--- config.mk ---
export PLATFORM = sky130hd
export DESIGN_NAME = wr_pkt_fifo
export DESIGN_NICKNAME = d
export VERILOG_FILES = /design/src/rtl/wpf_pkg.sv /design/src/rtl/wpf_sync_fifo.sv /design/src/rtl/wpf_updown.sv /design/src/rtl/wpf_release_gate.sv /design/src/rtl/wr_pkt_fifo.sv
export SDC_FILE = /design/constraint.sdc
export NUM_CORES = 1
export LEC_CHECK = 0
export BUFFER_PORTS_ARGS = -buffer_cell sky130_fd_sc_hd__buf_2
export CORE_ASPECT_RATIO = 1.2
export CORE_MARGIN = 3
export CORE_UTILIZATION = 45
export DETAILED_ROUTE_END_ITERATION = 6
export SLEW_MARGIN = 20
export SYNTH_ARGS = -nofsm -noshare
export SYNTH_HDL_FRONTEND = slang
export SYNTH_HIERARCHICAL = 1
export SYNTH_SLANG_ARGS = --single-unit
export TNS_END_PERCENT = 30
--- constraint.sdc ---
create_clock -name clk -period 4.6 [get_ports clk]
set_input_delay 0.92 -clock clk [delete_from_list [all_inputs] [get_ports clk]]
set_output_delay 0.92 -clock clk [all_outputs]
set_load 0.05 [all_outputs]
--- src/rtl/wpf_pkg.sv ---
// Shared helpers for the write-path packet buffer.
// Assumes depths and maxima are at least 1.
package wpf_pkg;

    // Width of a counter that must hold values 0..n inclusive.
    function automatic int unsigned cnt_width(input int unsigned n);
        return (n < 1) ? 1 : $clog2(n + 1);
    endfunction

    // Width of an index addressing n slots (at least one bit).
    function automatic int unsigned idx_width(input int unsigned n);
        return (n < 2) ? 1 : $clog2(n);
    endfunction

endpackage

--- src/rtl/wpf_sync_fifo.sv ---
// Single-clock show-ahead FIFO with a valid/ready handshake on both sides.
// The output word is taken from the read slot without a register stage.
// Assumes DEPTH >= 1. DEPTH need not be a power of two.
module wpf_sync_fifo
    import wpf_pkg::*;
#(
    parameter int unsigned WIDTH = 8,
    parameter int unsigned DEPTH = 32
) (
    input  logic                           clk,
    input  logic                           rst_n,
    input  logic                           in_valid,
    output logic                           in_ready,
    input  logic [WIDTH-1:0]               in_data,
    output logic                           out_valid,
    input  logic                           out_ready,
    output logic [WIDTH-1:0]               out_data,
    output logic [cnt_width(DEPTH)-1:0]    level
);
    localparam int unsigned PTR_W = idx_width(DEPTH);
    localparam int unsigned CNT_W = cnt_width(DEPTH);
    localparam logic [PTR_W-1:0] LAST_SLOT = PTR_W'(DEPTH - 1);
    localparam logic [CNT_W-1:0] FULL_LVL  = CNT_W'(DEPTH);

    logic [WIDTH-1:0] store [DEPTH];
    logic [PTR_W-1:0] wr_idx;
    logic [PTR_W-1:0] rd_idx;
    logic             push;
    logic             pop;

    // Handshake qualification on both sides.
    always_comb begin
        in_ready  = (level != FULL_LVL);
        out_valid = (level != '0);
        push      = in_valid && in_ready;
        pop       = out_valid && out_ready;
        out_data  = store[rd_idx];
    end

    // Storage write; contents need no reset.
    always_ff @(posedge clk) begin
        if (push) begin
            store[wr_idx] <= in_data;
        end
    end

    // Pointer and occupancy bookkeeping.
    always_ff @(posedge clk) begin
        if (!rst_n) begin
            wr_idx <= '0;
            rd_idx <= '0;
            level  <= '0;
        end else begin
            if (push) begin
                wr_idx <= (wr_idx == LAST_SLOT) ? '0 : wr_idx + 1'b1;
            end
            if (pop) begin
                rd_idx <= (rd_idx == LAST_SLOT) ? '0 : rd_idx + 1'b1;
            end
            case ({push, pop})
                2'b10:   level <= level + 1'b1;
                2'b01:   level <= level - 1'b1;
                default: level <= level;
            endcase
        end
    end

    // occupancy never exceeds the configured depth.
    p_level_bound_r5: assert property (@(posedge clk) disable iff (!rst_n)
        level <= FULL_LVL);

    // a word stays at the output until it is taken.
    p_head_stable_r4: assert property (@(posedge clk) disable iff (!rst_n)
        (out_valid && !out_ready) |=> (out_valid && $stable(out_data)));

endmodule

--- src/rtl/wpf_updown.sv ---
// Up/down occupancy counter with simultaneous increment and decrement.
// Assumes callers never decrement at zero or increment at MAX without a
// matching opposite event; the assertions guard both.
module wpf_updown
    import wpf_pkg::*;
#(
    parameter int unsigned MAX = 32
) (
    input  logic                        clk,
    input  logic                        rst_n,
    input  logic                        inc,
    input  logic                        dec,
    output logic [cnt_width(MAX)-1:0]   count,
    output logic                        nonzero
);
    localparam int unsigned CNT_W = cnt_width(MAX);
    localparam logic [CNT_W-1:0] TOP = CNT_W'(MAX);

    // Flag for gating logic.
    always_comb begin
        nonzero = (count != '0);
    end

    // Count update.
    always_ff @(posedge clk) begin
        if (!rst_n) begin
            count <= '0;
        end else begin
            case ({inc, dec})
                2'b10:   count <= count + 1'b1;
                2'b01:   count <= count - 1'b1;
                default: count <= count;
            endcase
        end
    end

    // no decrement from zero.
    p_no_underflow_r2: assert property (@(posedge clk) disable iff (!rst_n)
        (dec && !inc) |-> (count != '0));

    // no increment past the maximum.
    p_no_overflow_r2: assert property (@(posedge clk) disable iff (!rst_n)
        (inc && !dec) |-> (count != TOP));

endmodule

--- src/rtl/wpf_release_gate.sv ---
// Decides when the queued address and the queued data may go downstream.
// Packet variant: an address waits for a complete stored burst, and data
// flows only for bursts whose address has already left. Streaming variant:
// both queues drain freely. Assumes event pulses are single-cycle handshakes.
module wpf_release_gate
    import wpf_pkg::*;
#(
    parameter bit          PACKET_MODE = 1'b1,
    parameter int unsigned MAX_BURSTS  = 32
) (
    input  logic                            clk,
    input  logic                            rst_n,
    input  logic                            last_stored,
    input  logic                            aw_fire,
    input  logic                            last_sent,
    input  logic                            aw_pending,
    input  logic                            w_pending,
    output logic                            aw_go,
    output logic                            w_go,
    output logic [cnt_width(MAX_BURSTS)-1:0] complete_cnt
);
    localparam int unsigned CNT_W = cnt_width(MAX_BURSTS);

    generate
        if (PACKET_MODE) begin : g_packet
            logic             complete_nz;
            logic             open_nz;
            logic [CNT_W-1:0] open_cnt;

            // Bursts fully stored whose address is still held.
            wpf_updown #(.MAX(MAX_BURSTS)) u_complete (
                .clk     (clk),
                .rst_n   (rst_n),
                .inc     (last_stored),
                .dec     (aw_fire),
                .count   (complete_cnt),
                .nonzero (complete_nz)
            );

            // Bursts whose address has left but whose last beat has not.
            wpf_updown #(.MAX(MAX_BURSTS)) u_open (
                .clk     (clk),
                .rst_n   (rst_n),
                .inc     (aw_fire),
                .dec     (last_sent),
                .count   (open_cnt),
                .nonzero (open_nz)
            );

            // Release decisions.
            always_comb begin
                aw_go = aw_pending && complete_nz;
                w_go  = w_pending && open_nz;
            end

            // a last beat never leaves unless its burst was released.
            p_last_after_release_r10: assert property (@(posedge clk) disable iff (!rst_n)
                last_sent |-> (open_cnt != '0));
        end else begin : g_stream
            // Free-running release; event inputs are not needed here.
            always_comb begin
                aw_go        = aw_pending;
                w_go         = w_pending;
                complete_cnt = '0;
            end
        end
    endgenerate

endmodule

--- src/rtl/wr_pkt_fifo.sv ---
// Write-path buffer between an upstream AXI master and a downstream slave.
// Address and data each have their own queue. With PACKET_MODE set, an
// address is released only after its whole burst is stored, so a downstream
// burst never pauses on an empty queue. Responses pass through as wires.
// Assumes upstream follows AXI valid/ready rules and, in packet mode, that
// no burst is longer than W_DEPTH beats.
module wr_pkt_fifo
    import wpf_pkg::*;
#(
    parameter int unsigned ADDR_W      = 32,
    parameter int unsigned DATA_W      = 32,
    parameter int unsigned ID_W        = 4,
    parameter int unsigned LEN_W       = 8,
    parameter int unsigned AW_DEPTH    = 4,
    parameter int unsigned W_DEPTH     = 32,
    parameter bit          PACKET_MODE = 1'b1
) (
    input  logic                 clk,
    input  logic                 rst_n,
    input  logic [ID_W-1:0]      s_aw_id,
    input  logic [ADDR_W-1:0]    s_aw_addr,
    input  logic [LEN_W-1:0]     s_aw_len,
    input  logic                 s_aw_valid,
    output logic                 s_aw_ready,
    input  logic [DATA_W-1:0]    s_w_data,
    input  logic [DATA_W/8-1:0]  s_w_strb,
    input  logic                 s_w_last,
    input  logic                 s_w_valid,
    output logic                 s_w_ready,
    output logic [ID_W-1:0]      s_b_id,
    output logic [1:0]           s_b_resp,
    output logic                 s_b_valid,
    input  logic                 s_b_ready,
    output logic [ID_W-1:0]      m_aw_id,
    output logic [ADDR_W-1:0]    m_aw_addr,
    output logic [LEN_W-1:0]     m_aw_len,
    output logic                 m_aw_valid,
    input  logic                 m_aw_ready,
    output logic [DATA_W-1:0]    m_w_data,
    output logic [DATA_W/8-1:0]  m_w_strb,
    output logic                 m_w_last,
    output logic                 m_w_valid,
    input  logic                 m_w_ready,
    input  logic [ID_W-1:0]      m_b_id,
    input  logic [1:0]           m_b_resp,
    input  logic                 m_b_valid,
    output logic                 m_b_ready
);
    localparam int unsigned STRB_W   = DATA_W / 8;
    localparam int unsigned AW_BITS  = ID_W + ADDR_W + LEN_W;
    localparam int unsigned W_BITS   = DATA_W + STRB_W + 1;
    localparam int unsigned AWCNT_W  = cnt_width(AW_DEPTH);
    localparam int unsigned WCNT_W   = cnt_width(W_DEPTH);

    logic [AW_BITS-1:0] aw_in_word;
    logic [AW_BITS-1:0] aw_out_word;
    logic               aw_q_valid;
    logic [AWCNT_W-1:0] aw_level;
    logic [W_BITS-1:0]  w_in_word;
    logic [W_BITS-1:0]  w_out_word;
    logic               w_q_valid;
    logic [WCNT_W-1:0]  w_level;
    logic               aw_go;
    logic               w_go;
    logic               last_stored;
    logic               aw_fire;
    logic               last_sent;
    logic [WCNT_W-1:0]  complete_cnt;

    // Pack upstream fields and unpack downstream fields.
    always_comb begin
        aw_in_word                          = {s_aw_id, s_aw_addr, s_aw_len};
        w_in_word                           = {s_w_data, s_w_strb, s_w_last};
        {m_aw_id, m_aw_addr, m_aw_len}      = aw_out_word;
        {m_w_data, m_w_strb, m_w_last}      = w_out_word;
    end

    // Address queue.
    wpf_sync_fifo #(.WIDTH(AW_BITS), .DEPTH(AW_DEPTH)) u_aw_q (
        .clk       (clk),
        .rst_n     (rst_n),
        .in_valid  (s_aw_valid),
        .in_ready  (s_aw_ready),
        .in_data   (aw_in_word),
        .out_valid (aw_q_valid),
        .out_ready (m_aw_ready && aw_go),
        .out_data  (aw_out_word),
        .level     (aw_level)
    );

    // Data queue.
    wpf_sync_fifo #(.WIDTH(W_BITS), .DEPTH(W_DEPTH)) u_w_q (
        .clk       (clk),
        .rst_n     (rst_n),
        .in_valid  (s_w_valid),
        .in_ready  (s_w_ready),
        .in_data   (w_in_word),
        .out_valid (w_q_valid),
        .out_ready (m_w_ready && w_go),
        .out_data  (w_out_word),
        .level     (w_level)
    );

    // Handshake events seen by the release gate.
    always_comb begin
        m_aw_valid  = aw_go;
        m_w_valid   = w_go;
        last_stored = s_w_valid && s_w_ready && s_w_last;
        aw_fire     = aw_go && m_aw_ready;
        last_sent   = w_go && m_w_ready && m_w_last;
    end

    // Release policy.
    wpf_release_gate #(.PACKET_MODE(PACKET_MODE), .MAX_BURSTS(W_DEPTH)) u_gate (
        .clk          (clk),
        .rst_n        (rst_n),
        .last_stored  (last_stored),
        .aw_fire      (aw_fire),
        .last_sent    (last_sent),
        .aw_pending   (aw_q_valid),
        .w_pending    (w_q_valid),
        .aw_go        (aw_go),
        .w_go         (w_go),
        .complete_cnt (complete_cnt)
    );

    // Response channel wiring.
    always_comb begin
        s_b_id    = m_b_id;
        s_b_resp  = m_b_resp;
        s_b_valid = m_b_valid;
        m_b_ready = s_b_ready;
    end

    // in packet mode every burst must fit in the data queue.
    p_len_fits_r9: assert property (@(posedge clk) disable iff (!rst_n)
        (PACKET_MODE && s_aw_valid && s_aw_ready) |-> ((int'(s_aw_len) + 1) <= int'(W_DEPTH)));

    // no downstream gap inside a burst in packet mode.
    p_no_mid_gap_r3: assert property (@(posedge clk) disable iff (!rst_n)
        (PACKET_MODE && m_w_valid && m_w_ready && !m_w_last) |=> m_w_valid);

    // held complete bursts never outnumber stored beats.
    p_bursts_le_beats_r2: assert property (@(posedge clk) disable iff (!rst_n)
        complete_cnt <= w_level);

    // a presented address holds until accepted.
    p_aw_stable_r4: assert property (@(posedge clk) disable iff (!rst_n)
        (m_aw_valid && !m_aw_ready) |=> (m_aw_valid && $stable(m_aw_addr) && $stable(m_aw_len)));

    // address queue occupancy is bounded.
    p_aw_bound_r6: assert property (@(posedge clk) disable iff (!rst_n)
        aw_level <= AWCNT_W'(AW_DEPTH));

endmodule

**After elaboration in Yosys (flattened, before gate mapping)**

Memory sizes are Yosys's and may differ from the RTL's. A register that Yosys moved wholly into a read port is not among the register bits.
Index checks and enable logic that the tools add are counted.

- Memory bits (writable): 1360
- Output and inout bits: 93
- Memories kept: 2
- Word-level logic and storage cells: 70
- Register bits after elaboration: 35
- Input bits: 95

Memory list:

| name | words | bits a word | read ports | clocked after Yosys merged registers in | wr ports | RTL line | text |
|---|---|---|---|---|---|---|---|
| u_w_q.store | 32 | 37 | 1 | 1 | 1 | wpf_sync_fifo.sv:25 | `logic [WIDTH-1:0] store [DEPTH];` |
| u_aw_q.store | 4 | 44 | 1 | 1 | 1 | wpf_sync_fifo.sv:25 |  |

- Eq/ne operators: 14
- Reductions and logical operators: 18
- Multiplexer cells: 16
- $add $sub $neg: 12

Operators with widths:

| operator | number |
|---|---|
| one-hot mux 6 bit (2 select lines) | 3 |
| 2-to-1 mux 5 bit | 4 |
| adder 6 x 1 -> 6 bit, second input constant | 3 |
| nonzero test 6 bit | 3 |
| subtractor 6 x 1 -> 6 bit, second input constant | 3 |
| equality test 2 bit, second input constant | 6 |
| adder 5 x 1 -> 5 bit, second input constant | 2 |
| equality test 5 bit, second input constant | 2 |
| logical AND 1 bit | 10 |
| equality test 2 x 1 -> 1 bit, second input constant | 4 |
| 2-to-1 mux 2 bit | 4 |
| nonzero test 2 bit | 4 |
| inequality test 6 bit, second input constant | 1 |
| one-hot mux 3 bit (2 select lines) | 1 |
| adder 2 x 1 -> 2 bit, second input constant | 2 |
| 2-to-1 mux 1 bit | 4 |
| adder 3 x 1 -> 3 bit, second input constant | 1 |
| inequality test 3 bit, second input constant | 1 |
| nonzero test 3 bit | 1 |
| subtractor 3 x 1 -> 3 bit, second input constant | 1 |

**Depth between registers and ports, before layout**

Gate-level depths: netlist of run 1.

- Word-level depth: 6
- Gate-level depth with buffers: 17
- Gate-level depth less buffers: 13

**By module**

The synthesis of run 1 kept the hierarchy.

Modules (own cells, without submodules):

| module | cells each | instances | sequential area each (um^2) | area an instance (um^2) |
|---|---|---|---|---|
| wpf_sync_fifo at u_w_q | 2354 | 1 | 35974.5 | 46522.1 |
| wpf_sync_fifo at u_aw_q | 286 | 1 | 5465.2 | 6835.3 |
| wpf_updown | 62 | 2 | 120.1 | 544.3 |
| wr_pkt_fifo | 12 | 1 | 0.0 | 85.1 |
| wpf_release_gate | 2 | 1 | 0.0 | 12.5 |

**Worst setup path before layout of run 1**

No wires, ideal clock.

- Path type: reg2reg
- Start point: reg with a tool-made name
- End point: reg u_gate.g_packet.u_open.count[2]
- Data required time: 4530 ps
- Period minus slack after synthesis: 4104 ps
- Stages on the path, launching flop included: 16
- Slack: 496 ps
- Library setup time: 70 ps
- Arrival time: 4034 ps
- Buffers on the path: 4
- Path through: dfxtp_1 -> clkbuf_1 -> clkbuf_1 -> clkbuf_1 -> mux4_2 -> a22o_1 -> or4_1 -> and3_1 -> ha_1 -> buf_6 -> xor2_1 -> ha_1 -> a21oi_2 -> xor2_1 -> or3_1 -> a21boi_1

RTL lines:

| what | RTL line | text |
|---|---|---|
| to (signal assigned) | wpf_updown.sv:30 | `2'b10: count <= count + 1'b1;` |
| to (signal assigned) | wpf_updown.sv:31 | `2'b01: count <= count - 1'b1;` |
| to (signal assigned) | wpf_updown.sv:32 | `default: count <= count;` |
| to (decl) | wpf_updown.sv:13 | `output logic [cnt_width(MAX)-1:0] count,` |

==> run metrics, run 1 <==
syn nets=2896; vias per cell=5.94; Final min period=4.45 ns; die width=324 um; die footprint=125000 sq um; crit share post-route=96.7%; TNS Setup=0 ns; Hold-fix buffers, CTS=0; FMAX=225 MHz; clock buffer depth=3; Synth area leader=edfxtp_1; die height=387 um; PD cells=423 nW/um^2; drt pass-1 iters=5; synth top area cells=edfxtp_1 75%, mux4_2 7.9%, mux2_2 4.6%, dfxtp_1 1.5%, a22o_1 1.2%; Final Hold Fails=0; #FFs+latches synth=1402; # setup viols final=0; cell area after synthesis=54500 sq um; CP top delay family=buffers and inverters; Main synth FF type=edfxtp_1; clk_lat worst skew=0.77 ns; worst path bufs/invs=2; asr flop ratio synth=0%; most common cell after layout, fill and taps aside=edfxtp_1; Clk pin slew, worst setup/hold paths=0.06 ns; Worst Skew=0.0215 ns; critical setup path kind=reg2out; port bufs=171; Critical Path Max Stage Delay=0.60 ns; drt drc=0; first-pass GRT wire length=194000 um; count of cell types in the netlist=63; gr usage total=21.4%; row count=139; syn avg cell area=19.6 sq um; clock sink count=1402; Area Overhead vs Synth=14.6%; Worst Tran Pin Value=0.985 ns; RSZ-0062 raised after global routing=yes; commonest cells after routing, fill and taps aside=1360 x edfxtp_1, 222 x mux2_2, 192 x mux4_2; Starting Density=45.5%; TritonCTS Buffers=141; slew margin rel.=34.2%; CORE AREA=120000 sq um; final-report max-slew violation count=0; CTS tree=built; Post-synth EDFFs=1360; CP Max Fanout=52; Worst EP arrival=3.53 ns; Min Hold Slack=0.371 ns; # Max-Cap Violations=0; root buffer cell=clkbuf_16; Crit. End Element=output pin; I/O Pins=188; Pleak=19.7 nW; WP data required=3.68 ns; status=finished, final reports clean; Syn. warnings=6; cells along the critical path=buf_16, mux4_2, a22o_1, or4_1, buf_2; share of cells above drive strength 1=30.2%; part of the Yosys area used for sequential elements=76.4%; maximum VDD drop=0.338 mV; Final nets=3143; largest net degree at the start of global routing=75; post-route ant nets=0; DR iter-0 viols=2634; CTS H-Tree Depth=4; antenna violations before repair=6; number of global-route vias before repair=28700; GRT Residual Overflow=0; final WL=135000 um; Hold Path Class=in2reg; cell count after synthesis=2778; WL/cell=28.7 um; post-synth top area share=74.9%; CP max-delay cell=dfxtp_4; hpwl dp=76200 um; DR vias=27900; GPL Wtd Cong=0.760; Startpoint Class=flop
[logic make-up after synthesis]
| logic type | after synthesis | share of synthesized area [%] |
|---|---|---|
| fa+ha+maj | 23 | 0.541 |
| flops | 1402 | 76.4 |
| compound gates | 364 | 4.57 |
| simple gates | 354 | 3.71 |
| xor+xnor | 14 | 0.225 |
| mux | 432 | 12.8 |
| buf+inv | 189 | 1.70 |
[cell usage after synthesis (9+ instances only)]
cell	instances
buf_4	19
nand3_1	9
o22ai_1	74
a211oi_1	76
inv_1	18
ha_1	22
nor3_1	80
edfxtp_1	1360
or3_1	9
mux2i_1	18
nand2_1	32
buf_6	17
xor2_1	9
nor2b_1	80
mux2_2	222
buf_2	13
clkbuf_1	103
or4_1	38
buf_1	19
nand2b_1	13
a21oi_1	17
mux4_2	192
nor2_1	49
a22o_1	74
o21ai_0	85
dfxtp_1	42
[area by class of cell]
type                            instances  area, sq um
Tap cell                             1551         1940
Antenna cell                            2         5.00
Sequential cell                      1402        41700
Clock inverter                         72          706
Timing Repair Buffer                  275         2130
Inverter                               18         67.6
Fill cell                            9434        57500
Multi-Input combinational cell       1187        12200
Clock buffer                          182         3760
[through the flow]
stage                     setup slack, ns  util (%)  cells  area [sq um]  power [mW]
after floorplan                     0.496         -   2778         54500        15.3
final                               0.151      52.1   4689         62500        26.4
after global placement              0.638      48.3   4431         58000        15.6
after detailed placement            0.590      48.3   4431         58000        15.7
after CTS                          0.0177      52.1   4686         62500        26.7
after global routing              -0.0112      52.1   4688         62500        27.3
[worst paths after layout]
check / startpoint / end / slack (ns) / depth (start not counted)
min reg2reg: u_aw_q/wr_idx[0] / u_aw_q/wr_idx[0] / 0.50 / 2
min: s_aw_addr[0] / u_aw_q/store[1][8] / 0.37 / 1
max: flop / m_w_data[13] / 0.15 / 5
max reg2reg: flop / u_gate/g_packet.u_open/count[4] / 0.68 / 12
[power breakdown]
part	internal (mW)	leakage [nW]	switching, mW
registers	14.2	12.6	0.0693
clock network	6.31	2.16	4.74
logic	0.339	4.96	0.826
[metal layers]
metal	global-route usage (%)	up-vias	share of wire, %
met4	7.98	2	3.3
met1	27.4	14800	40
met2	36.6	915	51
met5	0	-	0.0097
met3	3.67	251	5.4
li1	-	11900	-
[sequential cells by signal, indices dropped and copies added, names as in the netlist, named ones only]
| signal | flops |
|---|---|
| u_aw_q/level | 3 |
| u_gate/g_packet.u_open/count | 6 |
| u_w_q/level | 6 |
| u_aw_q/store | 176 |
| u_w_q/wr_idx | 5 |
| u_gate/g_packet.u_complete/count | 6 |
| u_aw_q/wr_idx | 2 |
| u_w_q/store | 1184 |
| u_aw_q/rd_idx | 2 |
| u_w_q/rd_idx | 5 |
[timing repair]
action	4_1_cts	5_1_grt
setup buffers	1	1
resized for setup	0	2
setup endpoints to repair	18	6
No activity file was read; power rests on OpenSTA's default activity.
==> run 2, diff against run 1 <==
--- a/config.mk
+++ b/config.mk
@@ -7,7 +7,6 @@
 export LEC_CHECK = 0
 export BUFFER_PORTS_ARGS = -buffer_cell sky130_fd_sc_hd__buf_2
 export CORE_ASPECT_RATIO = 1.2
-export CORE_MARGIN = 3
 export CORE_UTILIZATION = 45
 export DETAILED_ROUTE_END_ITERATION = 6
 export SLEW_MARGIN = 20
==> run 2 against run 1 <==
Cell area about the same. Highest routed layer unchanged. Count of clock-buffer cells in the layout unchanged. First-iteration DRC count down 11%. Fmax down 1.4%. Cell count down 0.41%. Flip-flop and latch count unchanged. Combinational power about the same. Worst setup slack worse by 0.062 ns. Non-clock buffer count down 16.
==> run metrics, run 2 (synthesis results as in run 1) <==
status=finished, final reports clean; RSZ-0062 raised after global routing=yes; WL/cell=28.3 um; share of cells above drive strength 1=29.9%; Starting Density=45.5%; CP max-delay cell=dfxtp_4; Final Hold Fails=0; root buffer cell=clkbuf_16; internal power=21.0 mW; Hold-fix buffers, CTS=0; drt drc=0; Clk pin slew, worst setup/hold paths=0.06 ns; CP Depth=6; gr usage total=21.5%; CP top delay family=buffers and inverters; CORE AREA=120000 sq um; largest net degree at the start of global routing=120; max FFs per register=1184; first-pass GRT wire length=192000 um; Critical Path Max Stage Delay=0.64 ns; largest register by flop count=u_w_q/store; CTS tree=built; commonest cells after routing, fill and taps aside=1360 x edfxtp_1, 222 x mux2_2, 192 x mux4_2; Top Registers=u_w_q/store x1184, u_aw_q/store x176; Worst Skew=0.0171 ns; slew margin rel.=31.0%; clock buffer depth=3; Area Overhead vs Synth=14.7%; crit share post-route=98.1%; FMAX=222 MHz; port bufs=171; Pleak=19.7 nW; PD cells=426 nW/um^2; switching part of the total=21.2%; DR vias=27600; # setup viols final=0; clk_lat worst skew=0.76 ns; I/O Pins=188; maximum VDD drop=0.354 mV; sequential share of power=53.5%; Hold Path Class=in2reg; most used cell, CP=buf_12; antenna violations before repair=6; post-route design area=62600 sq um; Startpoint Class=flop; cells along the critical path=buf_12, buf_12, mux4_2, a22o_1, or4_1, buf_2; hpwl dp=74300 um; die width=320 um; Clock power frac=42.2%; Worst R2R Path Depth=11; drt pass-1 iters=5; Final min period=4.51 ns; CP Max Fanout=38; die height=383 um; TritonCTS Buffers=142; die footprint=123000 sq um; # Max-Cap Violations=0; GRT Residual Overflow=0; CTS H-Tree Depth=4; WP data required=3.68 ns; Overall Power=26.6 mW; Logic pwr share=4.4%; post-route ant nets=0; number of global-route vias before repair=28500; final WL=132000 um; Final nets=3128; DR iter-0 viols=2354; critical setup path kind=reg2out; Area after DPL=58000 sq um; most common cell after layout, fill and taps aside=edfxtp_1; row count=139; Crit. End Element=output pin; Worst Tran Pin Value=1.03 ns; final-report max-slew violation count=0; vias per cell=5.92; clock sink count=1402; GPL Wtd Cong=0.752; worst path bufs/invs=3; TNS Setup=0 ns; Sw Pwr=5.63 mW; Hold Crit Depth=1; # fillers=9409; Worst EP arrival=3.59 ns
[run 2: cell types whose count changed in the layout (fill, tap and decap cells not counted), moves of 3 or more]
cell        change
clkbuf_16       +7
clkinv_8        -6
buf_4          -24
clkbuf_1        -5
buf_12          +6
clkinv_4        -4
clkinvlp_4      +3
[run 2: layout make-up]
class,count,area (sq um),share of cell area [%]
Antenna cell,2,5.00,0.00800
Clock buffer,182,3860,6.17
Clock inverter,69,624,0.998
Inverter,18,67.6,0.108
Multi-Input combinational cell,1187,12200,19.6
Sequential cell,1402,41700,66.6
Tap cell,1551,1940,3.10
Timing Repair Buffer,259,2130,3.40
[run 2: what timing repair did]
item | 4_1_cts | 5_1_grt
setup endpoints to repair | 29 | 3
gates resized for setup | 1 | 1
buffers inserted | 1 | 0
gates cloned | 0 | 2
[run 2: final timing paths]
path                         start  slack (ns)                         endpoint
setup / recovery              flop        0.09                     m_w_data[16]
setup reg to reg              flop        0.72  u_gate/g_packet.u_open/count[4]
hold / removal         s_aw_len[6]        0.37               u_aw_q/store[2][6]
hold reg to reg   u_aw_q/wr_idx[0]        0.51                 u_aw_q/wr_idx[0]
[run 2: power groups by stage]
stage / clock [mW] / sequential, mW / combinational [mW]
2_1_floorplan: 0 / 14.5 / 0.777
3_5_place_dp: 0 / 14.5 / 1.17
5_1_grt: 11.9 / 14.2 / 1.24
4_1_cts: 11.5 / 14.2 / 1.17
3_3_place_gp: 0 / 14.5 / 1.13
6_report: 11.2 / 14.2 / 1.16
[run 2: worst register-to-register path: cells and delay by family, from the launching register on]
kind	cells	cell delay (ns)
and+or+nand+nor	4	1.24
AOI/OAI and AO/OA	2	0.30
muxes	2	0.82
xor gates and xnor gates	1	0.21
DFF	1	0.66
adders and majority gates	2	0.58
[run 2: layer usage]
layer  vias up  part of all wire (%)  routed length, um  GRT usage [%]
met5         -                0.0098                 13              0
met4         2                   3.0               3920           7.41
met3       223                   5.8               7650           3.79
met2       902                    52              68000           37.4
met1     14600                    40              52400           27.2
li1      11900                     -                  -              -
[run 2: metrics by stage]
stage	setup slack (ns)	utilization (%)	hold slack (ns)	std cells
global route	-0.00236	52.1	0.346	4669
floorplan	0.496	-	0.468	2778
global placement	0.692	48.3	0.477	4414
CTS	0.00745	52.1	0.323	4666
detailed placement	0.686	48.3	0.500	4414
finish	0.0891	52.1	0.373	4670
